File: src/rtl/sfn_pkg.sv
package sfn_pkg;
    localparam int DEF_WIDTH = 8;
    localparam int DEF_LIMIT = 5;

    // one pass costs a choice step plus an increment step
    localparam int STEPS_PER_PASS = 2;

    function automatic int run_latency(input int limit);
        return STEPS_PER_PASS * limit + 1;
    endfunction
endpackage

File: src/rtl/sfn_assign.sv
// Timed assignment leaf: one-cycle step, new value visible with finish.
module sfn_assign #(
    parameter int W = 8
) (
    input  logic         clk,
    input  logic         rst_n,
    input  logic         start,
    input  logic [W-1:0] expr,
    output logic         fin,
    output logic [W-1:0] copy
);
    typedef struct packed {
        logic         fin;
        logic [W-1:0] val;
    } leaf_t;

    leaf_t leaf_d, leaf_q;

    always_comb begin
        leaf_d     = leaf_q;
        leaf_d.fin = start;
        if (start) begin
            leaf_d.val = expr;
        end
    end

    always_ff @(posedge clk) begin
        if (!rst_n) begin
            leaf_q <= '0;
        end else begin
            leaf_q <= leaf_d;
        end
    end

    assign fin  = leaf_q.fin;
    assign copy = leaf_q.val;

    // finish follows start by exactly one cycle
    a_r3_fin_follows: assert property (@(posedge clk) disable iff (!rst_n)
        start |=> fin);
    a_r3_fin_has_cause: assert property (@(posedge clk) disable iff (!rst_n)
        fin |-> $past(start));
    a_r3_not_same_cycle: assert property (@(posedge clk) disable iff (!rst_n)
        !(start && fin));
endmodule

File: src/rtl/sfn_merge.sv
// Combines two private copies of one variable using their write notifies.
module sfn_merge #(
    parameter int W = 8
) (
    input  logic         clk,
    input  logic         rst_n,
    input  logic         note_a,
    input  logic [W-1:0] val_a,
    input  logic         note_b,
    input  logic [W-1:0] val_b,
    output logic [W-1:0] merged
);
    typedef struct packed {
        logic [W-1:0] held;
    } hold_t;

    hold_t hold_d, hold_q;

    always_comb begin
        if (note_a) begin
            merged = val_a;
        end else if (note_b) begin
            merged = val_b;
        end else begin
            merged = hold_q.held;
        end
        hold_d.held = merged;
    end

    always_ff @(posedge clk) begin
        if (!rst_n) begin
            hold_q <= '0;
        end else begin
            hold_q <= hold_d;
        end
    end

    // the two copies are never written together
    a_r8_single_writer: assert property (@(posedge clk) disable iff (!rst_n)
        $onehot0({note_a, note_b}));
    // without a write the combined value stays put
    a_r7_hold_when_quiet: assert property (@(posedge clk) disable iff (!rst_n)
        !(note_a || note_b) |-> $stable(merged));
endmodule

File: src/rtl/sfn_choice.sv
// Two-way choice composer: steers the token, ORs the finishes.
module sfn_choice (
    input  logic start,
    input  logic cond,
    output logic start_yes,
    output logic start_no,
    input  logic fin_yes,
    input  logic fin_no,
    output logic fin
);
    always_comb begin
        start_yes = start & cond;
        start_no  = start & ~cond;
        fin       = fin_yes | fin_no;
    end
endmodule

File: src/rtl/sfn_repeat.sv
// Post-tested loop composer: body reruns while cond holds at body finish.
module sfn_repeat (
    input  logic start,
    input  logic cond,
    input  logic body_fin,
    output logic body_start,
    output logic fin
);
    always_comb begin
        body_start = start | (body_fin & cond);
        fin        = body_fin & ~cond;
    end
endmodule

File: src/rtl/sfn_counted_loop.sv
module sfn_counted_loop #(
    parameter int W     = sfn_pkg::DEF_WIDTH,
    parameter int LIMIT = sfn_pkg::DEF_LIMIT
) (
    input  logic         clk,
    input  logic         rst_n,
    input  logic         go,
    input  logic [W-1:0] k,
    output logic         done,
    output logic [W-1:0] count,
    output logic [W-1:0] acc
);
    localparam logic [W-1:0] LIM_W = W'(LIMIT);

    // control tokens
    logic         init_fin, body_start, odd_start, even_start;
    logic         odd_fin, even_fin, choice_fin, inc_fin, keep_going;
    // private copies
    logic [W-1:0] cnt_init, cnt_inc, acc_odd, acc_even;

    typedef struct packed {
        logic busy;
    } ctl_t;

    ctl_t ctl_d, ctl_q;

    // step 1 of the chain: clear the counter
    sfn_assign #(.W(W)) u_init (
        .clk(clk), .rst_n(rst_n), .start(go), .expr('0),
        .fin(init_fin), .copy(cnt_init)
    );

    assign keep_going = (count < LIM_W);

    // step 2 of the chain: the loop, started by the clear's finish
    sfn_repeat u_loop (
        .start(init_fin), .cond(keep_going), .body_fin(inc_fin),
        .body_start(body_start), .fin(done)
    );

    // loop body, first part: parity-steered accumulator update
    sfn_choice u_choice (
        .start(body_start), .cond(count[0]),
        .start_yes(odd_start), .start_no(even_start),
        .fin_yes(odd_fin), .fin_no(even_fin), .fin(choice_fin)
    );

    sfn_assign #(.W(W)) u_odd (
        .clk(clk), .rst_n(rst_n), .start(odd_start), .expr(acc + count),
        .fin(odd_fin), .copy(acc_odd)
    );

    sfn_assign #(.W(W)) u_even (
        .clk(clk), .rst_n(rst_n), .start(even_start), .expr(acc ^ k),
        .fin(even_fin), .copy(acc_even)
    );

    // loop body, second part: increment, started by the choice's finish
    sfn_assign #(.W(W)) u_inc (
        .clk(clk), .rst_n(rst_n), .start(choice_fin), .expr(count + 1'b1),
        .fin(inc_fin), .copy(cnt_inc)
    );

    sfn_merge #(.W(W)) u_cnt_merge (
        .clk(clk), .rst_n(rst_n),
        .note_a(init_fin), .val_a(cnt_init),
        .note_b(inc_fin), .val_b(cnt_inc),
        .merged(count)
    );

    sfn_merge #(.W(W)) u_acc_merge (
        .clk(clk), .rst_n(rst_n),
        .note_a(odd_fin), .val_a(acc_odd),
        .note_b(even_fin), .val_b(acc_even),
        .merged(acc)
    );

    always_comb begin
        ctl_d = ctl_q;
        if (go) begin
            ctl_d.busy = 1'b1;
        end else if (done) begin
            ctl_d.busy = 1'b0;
        end
    end

    always_ff @(posedge clk) begin
        if (!rst_n) begin
            ctl_q <= '0;
        end else begin
            ctl_q <= ctl_d;
        end
    end

    // no new run before the previous finish was seen
    a_r6_no_overlap: assert property (@(posedge clk) disable iff (!rst_n)
        go |-> !ctl_q.busy);
    a_r6_done_single: assert property (@(posedge clk) disable iff (!rst_n)
        done |=> !done);
    a_r6_done_in_run: assert property (@(posedge clk) disable iff (!rst_n)
        done |-> ctl_q.busy);
    // loop exits only at the limit
    a_r5_exit_at_limit: assert property (@(posedge clk) disable iff (!rst_n)
        done |-> (count == LIM_W));
    // the counter is cleared one cycle after go
    a_r2_cleared: assert property (@(posedge clk) disable iff (!rst_n)
        go |=> (count == '0));
    // the choice always completes one cycle after entry
    a_r4_choice_step: assert property (@(posedge clk) disable iff (!rst_n)
        body_start |=> choice_fin);
endmodule

File: config.mk
export PLATFORM = sky130hd
export DESIGN_NAME = sfn_counted_loop
export DESIGN_NICKNAME = d
export VERILOG_FILES = /design/src/rtl/sfn_pkg.sv /design/src/rtl/sfn_assign.sv /design/src/rtl/sfn_merge.sv /design/src/rtl/sfn_choice.sv /design/src/rtl/sfn_repeat.sv /design/src/rtl/sfn_counted_loop.sv
export SDC_FILE = /design/constraint.sdc
export NUM_CORES = 1
export LEC_CHECK = 0
export ABC_AREA = 1
export BUFFER_PORTS_ARGS = -buffer_cell sky130_fd_sc_hd__buf_2
export CAP_MARGIN = 20
export CELL_PAD_IN_SITES_DETAIL_PLACEMENT = 0
export CELL_PAD_IN_SITES_GLOBAL_PLACEMENT = 1
export CORE_UTILIZATION = 44
export CTS_CLUSTER_DIAMETER = 50
export DETAILED_ROUTE_END_ITERATION = 8
export HOLD_SLACK_MARGIN = 0.12
export PLACE_DENSITY_LB_ADDON = 0.1
export SLEW_MARGIN = 40
export SYNTH_ARGS = -nofsm -noshare
export SYNTH_HDL_FRONTEND = slang
export SYNTH_SLANG_ARGS = --single-unit
export TNS_END_PERCENT = 20
File: constraint.sdc
create_clock -name clk -period 6.9 [get_ports clk]
set_clock_uncertainty 0.2 [all_clocks]
set_input_delay 1.38 -clock clk [delete_from_list [all_inputs] [get_ports clk]]
set_output_delay 1.38 -clock clk [all_outputs]
set_load 0.01 [all_outputs]
Word-level counts from Yosys, hierarchy flattened
Index checks and enable logic that the tools add are counted.

Bitwise gates (word level): 9. Add/sub/neg operators: 2. Muxes and demuxes: 4. Magnitude comparators: 1.

Operator list (number): two-way mux 8 bit (4); adder 8 x 1 -> 8 bit, second input constant (1); adder 8 bit (1); less-than comparator 8 x 3 -> 1 bit, second input constant (1); bitwise XOR 8 bit (1); AND 1 bit (4); inverter 1 bit (2); bitwise OR 1 bit (2).

Input bits: 11. Bits in registers: 44. Word-level logic and storage cells: 25. Output and inout bits: 17.

Depth between registers and ports, before layout
Gate-level depths: netlist of run 1.

Word-level depth: 6. Mapped depth: 17. Gate-level depth less buffers: 16.

By module
Synthesis of run 1 repeated with hierarchy kept, for this count alone.

Cells, all modules: 461. Area, all modules: 3017.9 um2.

Modules (own cells, without submodules): sfn_assign (cells an instance 54, area an instance 375.4 um2, sequential area each 180.2 um2, times used 4); sfn_merge (cells an instance 69, area an instance 434.2 um2, sequential area each 160.2 um2, times used 2); sfn_counted_loop (cells an instance 95, area an instance 598.1 um2, sequential area each 0.0 um2, times used 1); sfn_choice (cells an instance 7, area an instance 28.8 um2, sequential area each 0.0 um2, times used 1); sfn_repeat (cells an instance 5, area an instance 21.3 um2, sequential area each 0.0 um2, times used 1).

Worst setup path before layout of run 1
No wires, ideal clock.

Kind: register to output. Start point: register u_inc.leaf_q, in the netlist u_inc.fin. End point: output port done. Setup slack: 4.097 ns. Data required time: 5.320 ns. Data arrival time: 1.223 ns. Cell stages (with the launch flop): 9. Cell sequence: dfxtp_1 buf_4 inv_2 nor2_1 nor3_2 nor3_4 nand2_1 nand2_1 inv_1.

Cells in the longest elaborated chain, start to end: 5.

Ends and longest elaborated chain: start, declared (RTL line sfn_assign.sv:17) `leaf_t leaf_d, leaf_q;`; start signal, assigned (RTL line sfn_assign.sv:31) `leaf_q <= leaf_d;`; two-way mux 8 bit (RTL line sfn_merge.sv:22) `end else if (note_b) begin`; two-way mux 8 bit (RTL line sfn_merge.sv:20) `if (note_a) begin`; net count[3] (RTL line sfn_counted_loop.sv:10) `output logic [W-1:0] count,`; less-than comparator 8 x 3 -> 1 bit (RTL line sfn_counted_loop.sv:33) `assign keep_going = (count < LIM_W);`; inverter 1 bit (RTL line sfn_repeat.sv:11) `fin = body_fin & ~cond;`; AND 1 bit (RTL line sfn_repeat.sv:11); end, declared (RTL line sfn_counted_loop.sv:9) `output logic done,`.

The timed path passes the listed nets, and every way through them passes these cells.

Worst setup path in the final report of run 1
Start point: register u_inc.leaf_q, in the netlist u_inc.fin. End point: output port done.

Cells in the longest elaborated chain, start to end: 5.

Ends and longest elaborated chain (RTL line): two-way mux 8 bit (sfn_merge.sv:22); two-way mux 8 bit (sfn_merge.sv:20); less-than comparator 8 x 3 -> 1 bit (sfn_counted_loop.sv:33); inverter 1 bit (sfn_repeat.sv:11); AND 1 bit * (sfn_repeat.sv:11).

Mark *: on every way between the ends. The rest lies on a longest branch, timed or not.

==> qor.yml, run 1 <==
rows: 26
antenna_found_initial: 0
die_h_um: 75.4
synth_nets: 362
cp_max_fo: 17
post_cts_buffers: 0
cp-start-kind: "flip-flop"
drc: 0
finalMaxSlewViolations: 0
grt_usage: 0.223
finalCritPeriodShare: 0.547
slew_headroom: 0.477
ys.flop_type: "dfxtp_1"
critPathKind: "flip-flop to output port"
synth_top_area_share: 0.372
syn_area_per_cell_um2: 6.86
clk_pin_slew_ns: 0.09
status: "finished, final reports clean"
cts_root_buffer: "clkbuf_8"
drtIter0Drc: 126
nNetsFinal: 386
peakVddDrop_v: 0.0000798
io_pins: 28
ys_ff_latch: 44
cts_max_level: 2
end_kind: "output port"
cts_tree: "yes"
hold_start: "u_even.copy[0]"
ff_latch_area_um2: 881
max_freq_mhz: 265
drt_wl_total_mm: 5.63
area_delta_synth_final_pct: 11.3
final_hold_viol_count: 0
ys_seq_area_frac: 0.372
wl_per_cell_um: 12.8
cts.repair.resized: 0
die_area_um2: 5680
multiInputGateArea_um2: 1210
finalInstanceArea_um2: 2630
drive_gt1_frac: 0.162
cts_hold_buf: 0
vias: 2100
setup_viol: 0
p_leak_nw: 1.34
stdcell_count: 440
n_antenna_cell: 0
avgViaCountPerCell: 4.77
r2r-start: "u_even.fin"
fin_setup_tns_ns: 0
synthTopCellsByArea: "dfxtp_1 (37%), nand2_1 (12%), inv_1 (8.1%)"
tightest_slew_ns: 0.782
rsz0062_at_grt: "false"
min_path_type: "flip-flop to flip-flop"
netlist_area_um2: 2370
dp.cells: 432
fill_cells: 586
clock-sinks: 44
cp.required_ns: 5.32
dp_hpwl_mm: 4.13
place.gp.congestion: 0.788
die_w_um: 75.4
syn_inst: 345
clkLatencyLatePin_ns: 0.30
dpl_cell_area_um2: 2540
io_buffers: 27
synth_largest_area_cell: "dfxtp_1"
yosysWarnings: 0
ant_nets: 0
synth_edf_count: 0
cp.arrival_ns: 2.20
min_period_ns: 3.78
grt_max_degree: 27
grt_pass1_wl_mm: 9.32
cts.path.max_buffers: 2
worstSetupStartpoint: "u_inc.fin"
cts_buffers: 5
power_mw: 0.538
overflow: 0
dr.pass1.iters: 4
fp.coreArea_um2: 5140
synth-async-reset-ratio: 0
drv_cap: 0
start_util: 0.461
grt_pass1_vias: 1845
powerDensity_nw_per_um2: 204
ys_types: 35
## final timing paths
check	endpoint	slack (ns)	depth (start not counted)
worst max register to register	u_odd.copy[7]	4.04	10
worst min register to register	u_even.copy[0]	0.27	2
worst max-delay path	done	3.12	8
worst min-delay path	u_even.copy[0]	0.27	2
## flip-flops by register name, summed over array words and instances (netlist names)
register            flops
u_acc_merge.hold_q      8
u_cnt_merge.hold_q      8
u_even.copy             8
u_inc.copy              8
u_odd.copy              8
u_even.fin              1
u_inc.fin               1
u_init.fin              1
u_odd.fin               1
## power breakdown
group	total, mW	leakage (nW)	switching (mW)	internal [mW]
clock network	0.172	0.0445	0.0901	0.0815
registers	0.272	0.358	0.00658	0.265
logic	0.0947	0.938	0.0603	0.0344
total	0.538	1.34	0.157	0.381
## cells in the mapped netlist (2+ instances only)
master,n
nand2_1,76
inv_1,51
dfxtp_1,44
nor2_1,33
nand3_1,28
a21oi_1,26
o21ai_0,15
xor2_1,9
or2_2,8
clkbuf_1,7
ha_1,6
o211ai_1,5
inv_2,4
xnor2_1,4
nand2_2,3
buf_4,2
clkinv_1,2
nand3_2,2
nor2_2,2
nor3_1,2
nor3_2,2
## cells by family (layout without fill, tap and decap cells)
group / Yosys count / after routing / share of synthesized area
AND/OR/NAND/NOR: 163 / 163 / 0.316
buffers and inverters: 68 / 93 / 0.115
AO/OA/AOI/OAI: 51 / 51 / 0.118
flip-flops: 44 / 44 / 0.372
XOR/XNOR: 13 / 13 / 0.0481
adder cells (fa/ha/maj): 6 / 6 / 0.0317
## metrics by stage
| stage | worst slack [ns] | utilization | hold slack [ns] |
|---|---|---|---|
| 2_1_floorplan | 4.10 | - | 0.225 |
| 3_3_place_gp | 3.54 | 0.494 | 0.253 |
| 3_5_place_dp | 3.46 | 0.494 | 0.256 |
| 4_1_cts | 3.11 | 0.512 | 0.269 |
| 5_1_grt | 2.94 | 0.512 | 0.274 |
| 6_report | 3.12 | 0.512 | 0.271 |
## metal layers
metal | GRT usage | part of all wire | vias to the layer above
met4 | 0.0494 | 0.0092 | 0
met1 | 0.346 | 0.54 | 934
li1 | - | - | 1126
met3 | 0.0463 | 0.039 | 5
met5 | 0 | 0 | -
met2 | 0.316 | 0.41 | 35
## cell usage in the layout, fill, tap and decap left out, types with 2 or more instances in the layout
| cell type | netlist | final |
|---|---|---|
| ha_1 | 6 | 6 |
| nand3_1 | 28 | 28 |
| nand2_2 | 3 | 3 |
| dfxtp_1 | 44 | 44 |
| nor3_2 | 2 | 2 |
| or2_2 | 8 | 8 |
| nor2_1 | 33 | 33 |
| nor2_2 | 2 | 2 |
| buf_2 | 1 | 27 |
| clkinv_1 | 2 | 2 |
| xnor2_1 | 4 | 4 |
| a21oi_1 | 26 | 26 |
| nor3_1 | 2 | 2 |
| o21ai_0 | 15 | 15 |
| nand2_1 | 76 | 76 |
| clkbuf_8 | 0 | 6 |
| o211ai_1 | 5 | 5 |
| inv_2 | 4 | 4 |
| nand3_2 | 2 | 2 |
| inv_1 | 51 | 51 |
| xor2_1 | 9 | 9 |
## worst max-delay path: stages, from the launching register on
cell and delay (ns):
dfxtp_1 0.74, a21oi_1 0.21, o21ai_2 0.30, nand2_1 0.18
nand2_2 0.15, nand2_1 0.07, nand2_1 0.07, inv_1 0.04
buf_2 0.13
## layout make-up
class / count / area share
Clock buffer: 7 / 0.0328
Clock inverter: 1 / 0.00285
Inverter: 57 / 0.0812
Multi-Input combinational cell: 233 / 0.461
Sequential cell: 44 / 0.334
Tap cell: 70 / 0.0333
Timing Repair Buffer: 28 / 0.0542
No activity file was read; power rests on OpenSTA's default activity.
==> inputs of run 2 (changes only) <==
--- a/config.mk
+++ b/config.mk
@@ -10,7 +10,7 @@
 export CAP_MARGIN = 20
 export CELL_PAD_IN_SITES_DETAIL_PLACEMENT = 0
 export CELL_PAD_IN_SITES_GLOBAL_PLACEMENT = 1
-export CORE_UTILIZATION = 44
+export CORE_UTILIZATION = 41
 export CTS_CLUSTER_DIAMETER = 50
 export DETAILED_ROUTE_END_ITERATION = 8
 export HOLD_SLACK_MARGIN = 0.12
==> constraint.sdc (replaced) <==
create_clock -name clk -period 3.8 [get_ports clk]
set_clock_uncertainty 0.2 [all_clocks]
set_input_delay 0.76 -clock clk [delete_from_list [all_inputs] [get_ports clk]]
set_output_delay 0.76 -clock clk [all_outputs]
set_load 0.01 [all_outputs]
==> run 2 against run 1 <==
Compared with the run above: wire length grew 4.7%; sequential cell count is the same; via count grew 1.5%.
==> qor.yml, run 2 (synthesized netlist as in run 1, its figures left out) <==
rows: 27  # was 26
drt_wl_total_mm: 5.90  # was 5.63 mm
cts.path.max_buffers: 2  # unchanged
min_path_type: "flip-flop to flip-flop"  # unchanged
path_cells: "a21oi_1 -> o21ai_2 -> nand2_1 -> nand2_2 -> nand2_1 -> nand2_1 -> inv_1 -> buf_2"  # unchanged
n_antenna_cell: 0  # unchanged
critPathSlowestCell: "dfxtp_1"  # unchanged
tightest_slew_ns: 0.721  # was 0.782 ns
clkLatencyLatePin_ns: 0.29  # was 0.30 ns
ant_nets: 0  # unchanged
die_w_um: 78.0  # was 75.4 µm
nNetsFinal: 388  # was 386
dp.cells: 436  # was 432
antenna_found_initial: 0  # unchanged
io_buffers: 27  # unchanged
drtIter0Drc: 163  # was 126
drv_cap: 0  # unchanged
ff_latch_area_um2: 881  # unchanged
clock-sinks: 44  # unchanged
drive_gt1_frac: 0.164  # was 0.162
final_hold_viol_count: 0  # unchanged
cp_max_fo: 17  # unchanged
cts_tree: "yes"  # unchanged
io_pins: 28  # unchanged
critPathKind: "flip-flop to output port"  # unchanged
place.gp.congestion: 0.827  # was 0.788
grt_max_degree: 18  # was 27
setup_viol: 0  # unchanged
overflow: 0  # unchanged
final_common_cell: "nand2_1"  # unchanged
pre_cts_ws_ns: 0.906  # was 3.46 ns
min_period_ns: 3.16
timing.final.ws_setup_ns: 0.638  # was 3.12 ns
status: "finished, final reports clean"  # unchanged
cp.arrival_ns: 2.20  # about the same
cp.required_ns: 2.84  # was 5.32 ns
fp.coreArea_um2: 5540  # was 5140 µm²
cts.repair.resized: 0  # unchanged
grt_pass1_wl_mm: 10.0  # was 9.32 mm
fill_cells: 593  # was 586
end_kind: "output port"  # unchanged
die_h_um: 78.0  # was 75.4 µm
grt_pass1_vias: 2031  # was 1845
cts_buffers: 5  # unchanged
die_area_um2: 6080  # was 5680 µm²
dp_hpwl_mm: 4.52  # was 4.13 mm
slowest_delay_ns: 0.73  # was 0.74 ns
finalMaxSlewViolations: 0  # unchanged
powerDensity_nw_per_um2: 361  # was 204 nW/µm²
fin_setup_tns_ns: 0  # unchanged
cp-start-kind: "flip-flop"  # unchanged
p_leak_nw: 1.35  # was 1.34 nW
rsz0062_at_grt: "false"  # unchanged
wl_per_cell_um: 13.3  # was 12.8 µm
avgViaCountPerCell: 4.81  # was 4.77
slew_headroom: 0.519  # was 0.477
finalCritPeriodShare: 0.832
drc: 0  # unchanged
grt_usage: 0.216  # was 0.223
multiInputGateArea_um2: 1210  # unchanged
start_util: 0.427  # was 0.461
clk_pin_slew_ns: 0.08  # was 0.09 ns
post_cts_buffers: 0  # unchanged
stdcell_count: 443  # was 440
fin_util: 0.476  # was 0.512
max_freq_mhz: 316
dr.pass1.iters: 4  # unchanged
cts_max_level: 2  # unchanged
vias: 2131  # was 2100
cp_common_cell: "nand2_1"  # unchanged
cts_root_buffer: "clkbuf_8"  # unchanged
area_delta_synth_final_pct: 11.3  # about the same
cts_hold_buf: 0  # unchanged
peakVddDrop_v: 0.000134  # was 0.0000798 V
mostFrequentLayoutCells: "nand2_1 (76), inv_1 (51), dfxtp_1 (44)"  # unchanged
## run 2: changes by cell type in the layout (fill, tap and decap cells not counted)
cell        change
buf_4           +2
clkinv_2        +1
clkinvlp_4      -1
clkbuf_8        -1
## run 2: worst max-delay path, delay by kind of cell, from the launching register on
family,cells,cell delay (ns)
flip-flops,1,0.73
AND/OR/NAND/NOR,4,0.48
AO/OA/AOI/OAI,2,0.54
buffers and inverters,2,0.17
## run 2: per-layer routing
metal | up-vias | routed length (µm) | GRT usage
met5 | - | 0 | 0
met4 | 0 | 85 | 0.0630
met3 | 8 | 175 | 0.0412
met2 | 32 | 2530 | 0.330
met1 | 955 | 3100 | 0.307
li1 | 1136 | - | -
## run 2: worst paths after layout
check                              startpoint            end  slack, ns  depth (start not counted)
worst min register to register  u_odd.copy[0]  u_odd.copy[0]       0.26                          2
worst max register to register     u_even.fin  u_odd.copy[7]       0.92                         10
worst max-delay path                u_inc.fin           done       0.64                          8
worst min-delay path            u_odd.copy[0]  u_odd.copy[0]       0.26                          2
## run 2: final cells by class
| class | count | area share |
|---|---|---|
| clock inverter | 1 | 0.00190 |
| sequential | 44 | 0.334 |
| clock buffer | 6 | 0.0275 |
| timing repair buffer | 30 | 0.0598 |
| tap | 72 | 0.0342 |
| multi-input combinational | 233 | 0.461 |
| inverter | 57 | 0.0812 |
## run 2: per-stage QoR
| step | instance area (µm²) | hold slack [ns] | power [mW] |
|---|---|---|---|
| after floorplan | 2370 | 0.225 | 0.630 |
| after global placement | 2560 | 0.236 | 0.682 |
| after detailed placement | 2560 | 0.238 | 0.681 |
| after CTS | 2640 | 0.251 | 0.961 |
| after global routing | 2640 | 0.295 | 1.02 |
| final | 2640 | 0.257 | 0.951 |
## run 2: power by group
part	switching [mW]	internal, mW
combinational	0.112	0.0639
clock	0.157	0.125
sequential	0.0120	0.481
